File: config.mk
export PLATFORM = sky130hd
export DESIGN_NAME = carry_flag_gen
export DESIGN_NICKNAME = d
export VERILOG_FILES = /design/src/rtl/carry_flag_pkg.sv /design/src/rtl/carry_slice_cmp.sv /design/src/rtl/carry_operand_stage.sv /design/src/rtl/carry_gt_reduce.sv /design/src/rtl/carry_add32_rule.sv /design/src/rtl/carry_flag_gen.sv
export SDC_FILE = /design/constraint.sdc
export NUM_CORES = 1
export LEC_CHECK = 0
export ABC_AREA = 0
export BUFFER_PORTS_ARGS = -buffer_cell sky130_fd_sc_hd__buf_2
export CORE_MARGIN = 8
export CORE_UTILIZATION = 48
export DETAILED_ROUTE_END_ITERATION = 8
export PLACE_DENSITY_LB_ADDON = 0.2
export SLEW_MARGIN = 20
export SYNTH_ARGS = -nofsm -noshare
export SYNTH_HDL_FRONTEND = slang
export SYNTH_SLANG_ARGS = --single-unit
File: constraint.sdc
create_clock -name clk -period 3.7 [get_ports clk]
set_input_delay 0.74 -clock clk [delete_from_list [all_inputs] [get_ports clk]]
set_output_delay 0.74 -clock clk [all_outputs]
set_load 0.1 [all_outputs]
File: src/rtl/carry_flag_pkg.sv
package carry_flag_pkg;

  localparam int unsigned NUM_OPS = 3;

  typedef struct packed {
    logic ca;
    logic ca_we;
    logic ca32;
    logic ca32_we;
  } cflags_t;

endpackage

File: src/rtl/carry_slice_cmp.sv
// Unsigned greater-than built from slices; yields full-width and low-half results
module carry_slice_cmp #(
  parameter int unsigned W  = 64,
  parameter int unsigned HW = 32,
  parameter int unsigned SW = 16
) (
  input  logic [W-1:0] lhs,
  input  logic [W-1:0] rhs,
  output logic         gt_full,
  output logic         gt_half
);
  localparam int unsigned NS = W / SW;
  localparam int unsigned NH = HW / SW;

  logic s_gt  [NS];
  logic s_eq  [NS];
  logic chain [NS];

  for (genvar g = 0; g < NS; g++) begin : g_slice
    assign s_gt[g] = lhs[g*SW +: SW] > rhs[g*SW +: SW];
    assign s_eq[g] = lhs[g*SW +: SW] == rhs[g*SW +: SW];
    if (g == 0) begin : g_lsb
      assign chain[g] = s_gt[g];
    end else begin : g_up
      // prefix over bits [(g+1)*SW-1:0]
      assign chain[g] = s_gt[g] | (s_eq[g] & chain[g-1]);
    end
  end

  assign gt_full = chain[NS-1];
  assign gt_half = chain[NH-1];
endmodule

File: src/rtl/carry_operand_stage.sv
// Applies optional inversion of operand 0
module carry_operand_stage #(
  parameter int unsigned W = 64,
  parameter int unsigned N = 3
) (
  input  logic [N-1:0][W-1:0] ops_in,
  input  logic                inv_first,
  output logic [N-1:0][W-1:0] ops_out
);
  for (genvar g = 0; g < N; g++) begin : g_op
    if (g == 0) begin : g_first
      assign ops_out[g] = inv_first ? ~ops_in[g] : ops_in[g];
    end else begin : g_rest
      assign ops_out[g] = ops_in[g];
    end
  end
endmodule

File: src/rtl/carry_gt_reduce.sv
// One comparator per operand, qualified by the valid bits and OR-reduced
module carry_gt_reduce #(
  parameter int unsigned W  = 64,
  parameter int unsigned HW = 32,
  parameter int unsigned SW = 16,
  parameter int unsigned N  = 3
) (
  input  logic [N-1:0][W-1:0] ops,
  input  logic [N-1:0]        vld,
  input  logic [W-1:0]        res,
  output logic                any_full,
  output logic                any_half
);
  logic [N-1:0] gt_f;
  logic [N-1:0] gt_h;

  for (genvar g = 0; g < N; g++) begin : g_cmp
    carry_slice_cmp #(.W(W), .HW(HW), .SW(SW)) u_cmp (
      .lhs     (ops[g]),
      .rhs     (res),
      .gt_full (gt_f[g]),
      .gt_half (gt_h[g])
    );
  end

  assign any_full = |(gt_f & vld);
  assign any_half = |(gt_h & vld);
endmodule

File: src/rtl/carry_add32_rule.sv
// Half-width carry of a two-input add, recovered from bit BIT of each term
module carry_add32_rule #(
  parameter int unsigned W   = 64,
  parameter int unsigned BIT = 32
) (
  input  logic [W-1:0] res,
  input  logic [W-1:0] a0,
  input  logic [W-1:0] a1,
  input  logic         v0,
  input  logic         v1,
  output logic         c32
);
  assign c32 = res[BIT] ^ (v0 & a0[BIT]) ^ (v1 & a1[BIT]);
endmodule

File: src/rtl/carry_flag_gen.sv
module carry_flag_gen
  import carry_flag_pkg::*;
#(
  parameter int unsigned DATA_W  = 64,
  parameter int unsigned HALF_W  = 32,
  parameter int unsigned SLICE_W = 16,
  parameter bit          REG_OUT = 1'b1
) (
  input  logic              clk,
  input  logic              rst,
  input  logic [DATA_W-1:0] op0_i,
  input  logic [DATA_W-1:0] op1_i,
  input  logic [DATA_W-1:0] op2_i,
  input  logic [DATA_W-1:0] res_i,
  input  logic              inv_first_i,
  input  logic              is_add_i,
  input  logic [2:0]        op_vld_i,
  input  logic              carry_en_i,
  input  logic [1:0]        done_mask_i,
  output logic              ca_o,
  output logic              ca_we_o,
  output logic              ca32_o,
  output logic              ca32_we_o
);
  localparam int unsigned N       = NUM_OPS;
  localparam int unsigned ADD_BIT = HALF_W;

  logic [N-1:0][DATA_W-1:0] ops_raw;
  logic [N-1:0][DATA_W-1:0] ops_prep;
  logic any_full;
  logic any_half;
  logic add_c32;
  cflags_t nxt;
  cflags_t cur;

  assign ops_raw[0] = op0_i;
  assign ops_raw[1] = op1_i;
  assign ops_raw[2] = op2_i;

  carry_operand_stage #(.W(DATA_W), .N(N)) u_prep (
    .ops_in    (ops_raw),
    .inv_first (inv_first_i),
    .ops_out   (ops_prep)
  );

  carry_gt_reduce #(.W(DATA_W), .HW(HALF_W), .SW(SLICE_W), .N(N)) u_gt (
    .ops      (ops_prep),
    .vld      (op_vld_i),
    .res      (res_i),
    .any_full (any_full),
    .any_half (any_half)
  );

  carry_add32_rule #(.W(DATA_W), .BIT(ADD_BIT)) u_add (
    .res (res_i),
    .a0  (ops_prep[0]),
    .a1  (ops_prep[1]),
    .v0  (op_vld_i[0]),
    .v1  (op_vld_i[1]),
    .c32 (add_c32)
  );

  always_comb begin
    nxt.ca      = any_full;
    nxt.ca32    = is_add_i ? add_c32 : any_half;
    nxt.ca_we   = carry_en_i & ~done_mask_i[0];
    nxt.ca32_we = carry_en_i & ~done_mask_i[1];
  end

  if (REG_OUT) begin : g_reg
    always_ff @(posedge clk) begin
      if (rst) cur <= '0;
      else     cur <= nxt;
    end
  end else begin : g_comb
    assign cur = nxt;
  end

  assign ca_o      = cur.ca;
  assign ca_we_o   = cur.ca_we;
  assign ca32_o    = cur.ca32;
  assign ca32_we_o = cur.ca32_we;
endmodule

==> out/metrics.yaml <==
run_status:
  status: "finished, final reports clean"
run:
  maxCapViolCount: 0
floorplanning:
  dieArea_sq_um: 14400
  coreArea_sq_um: 10700
  pin_count: 270
  die_y_microns: 120
  initial_core_util_pct: 48.5
  floorplan.rows: 38
  die_w_microns: 120
logic_synthesis:
  synthArstFlopShare_pct: 0
  ys.flop_type: "dfxtp_1"
  ys_ff_latch: 4
  seq_area_frac_synth_pct: 1.54
  synthDistinctLibCells: 50
  synth_nets: 1103
  syn_avg_cell_area_sq_um: 8.05
  synth_edf_count: 0
  ys_warn_count: 0
  netlist_instances: 645
  synth_area_sq_um: 5190
final_layout:
  finish.utilization_pct: 63.2
  area_delta_synth_final_pct: 30.1
  drive_gt1_share_pct: 31.1
  num_antenna_cells: 0
  nets: 1372
routing:
  wire_per_inst_microns: 15.7
  vias_per_cell: 5.26
  via_count: 5529
  dr.pass1.iters: 4
  drtIter0Drc: 225
  drt.antenna.violating_nets: 0
  finalWirelength_mm: 16.5
  drc_errors: 0
setup_path:
  cp_max_fo: 36
  start_kind: "primary input"
  required_ns: 3.79
  criticalPathCategory: "primary input to flop"
  startpoint: "inv_first_i"
  worstSetupEndpointType: "flop"
  critical_path_arrival_ns: 3.00
cts:
  post-cts-setup-buffers: 0
  cts.sinks: 4
  cts-root-buf: "clkbuf_8"
  cts_tree: "done"
  clk_pin_slew_ns: 0.03
  cts_inserted_buffers: 3
  cts_hold_buf: 0
  htreeDepth: 1
  clockBufferDepth: 2
  cts_resized: 0
sta:
  period_needed_ns: 2.91
  fin_tns_setup_ns: 0
  drv_slew: 0
  holdWs_ns: 0.695
  worst_pin_slew_ns: 0.614
  finalSetupViolCount: 0
  relSlewSlack_pct: 58.0
  rsz0062_at_grt: "no"
  hold_violations: 0
  fmax_mhz: 344
  fin_crit_sh_pct: 78.6
power:
  vdd_drop_max_uv: 88.5
  p_per_area_nw_per_um2: 137
  power.leakage_uw: 0.00394
  fin_total_pwr_uw: 922
global_route:
  grt_max_degree: 37
  overflow: 0
  grt_pass1_vias: 5814
  gr-usage-all-layers_pct: 22.2
  antenna_found_initial: 0
  grt_pass1_wl_mm: 26.6
placed_design:
  gp_congestion: 0.871
  hpwl_mm: 15.4
  io_buffers: 269
worst_hold_path:
  whs_path_depth: 2
  hold_class: "primary input to flop"
  hold_end: "ca32_we_o"
  hold_start: "done_mask_i[1]"
[worst max-delay path by stage]
stage / endpoint
floorplan: ca_o
global placement: ca_o
detailed placement: ca_o
CTS: ca_o
global route: ca_o
finish: ca_o
[power by group]
group          switching, uW  internal (uW)  total, uW
Combinational            407            373        780
Clock                   23.9           69.5       93.4
Sequential              1.60           47.2       48.8
[through the flow]
step | std cells | setup WS (ns) | instance area, sq um
2_1_floorplan | 645 | 0.583 | 5190
3_3_place_gp | 1049 | 0.555 | 6720
3_5_place_dp | 1049 | 0.533 | 6720
4_1_cts | 1052 | 0.760 | 6760
5_1_grt | 1052 | 0.619 | 6760
6_report | 1052 | 0.792 | 6760
[area by class of cell]
class | instances | area [sq um]
Tap cell | 140 | 175
Inverter | 74 | 278
Multi-Input combinational cell | 560 | 4810
Timing Repair Buffer | 271 | 1380
Fill cell | 1032 | 3940
Sequential cell | 4 | 80.1
Clock buffer | 3 | 41.3
[state kept, by name (all words and copies together) (netlist names)]
signal,count
ca32_we_o,1
ca_we_o,1
ca32_o,1
ca_o,1
[critical path: stages]
cell	delay [ns]
buf_4	0.21
buf_12	0.27
xor2_1	0.18
ha_1	0.26
nor2b_4	0.13
o211ai_2	0.12
a2111oi_1	0.09
or4_1	0.47
o211a_1	0.27
o211ai_2	0.16
o211ai_1	0.09
[cell usage after synthesis, drive strengths merged, types with 2 or more instances]
cell | instances | area (sq um)
a211oi | 4 | 30.0
nor2 | 19 | 71.3
nor3 | 8 | 40.0
a2111oi | 8 | 77.6
ha | 192 | 2400
nor4 | 9 | 62.6
buf | 7 | 28.8
a21oi | 62 | 310
a21o | 34 | 255
nand3 | 12 | 60.1
o2111ai | 2 | 17.5
or2 | 3 | 18.8
dfxtp | 4 | 80.1
o21a | 3 | 22.5
nand2b | 4 | 25.0
xor2 | 60 | 526
o31ai | 3 | 22.5
xnor2 | 6 | 52.6
o211ai | 8 | 70.1
a21boi | 2 | 15.0
a31oi | 2 | 12.5
nor2b | 13 | 88.8
nand2 | 29 | 109
and4 | 3 | 26.3
o21ai | 16 | 80.1
inv | 74 | 278
nand4 | 41 | 257
[logic make-up after synthesis]
logic type      Yosys count  share of synthesized area [%]
compound gates          155                           19.6
xor+xnor                 66                           11.1
fa+ha+maj               192                           46.3
buf+inv                  81                           5.90
flops                     4                           1.54
simple gates            147                           15.5
[per-layer routing]
layer	vias to the layer above	track usage [%]	part of all wire (%)
met5	-	0	0
met4	0	4.14	1.1
met3	14	4.60	6.2
met2	170	39.2	47
met1	2398	27.2	45
li1	2947	-	-
[cells in the final DEF (no fill, tap or decap), types with 16 or more instances in the layout]
| master | instances |
|---|---|
| buf_2 | 268 |
| o21ai_0 | 16 |
| xor2_1 | 60 |
| a21o_1 | 34 |
| nand2_1 | 29 |
| inv_1 | 74 |
| ha_1 | 192 |
| a21oi_1 | 62 |
| nand4_1 | 41 |
| nor2_1 | 19 |
(Power assumes the default switching activity.)
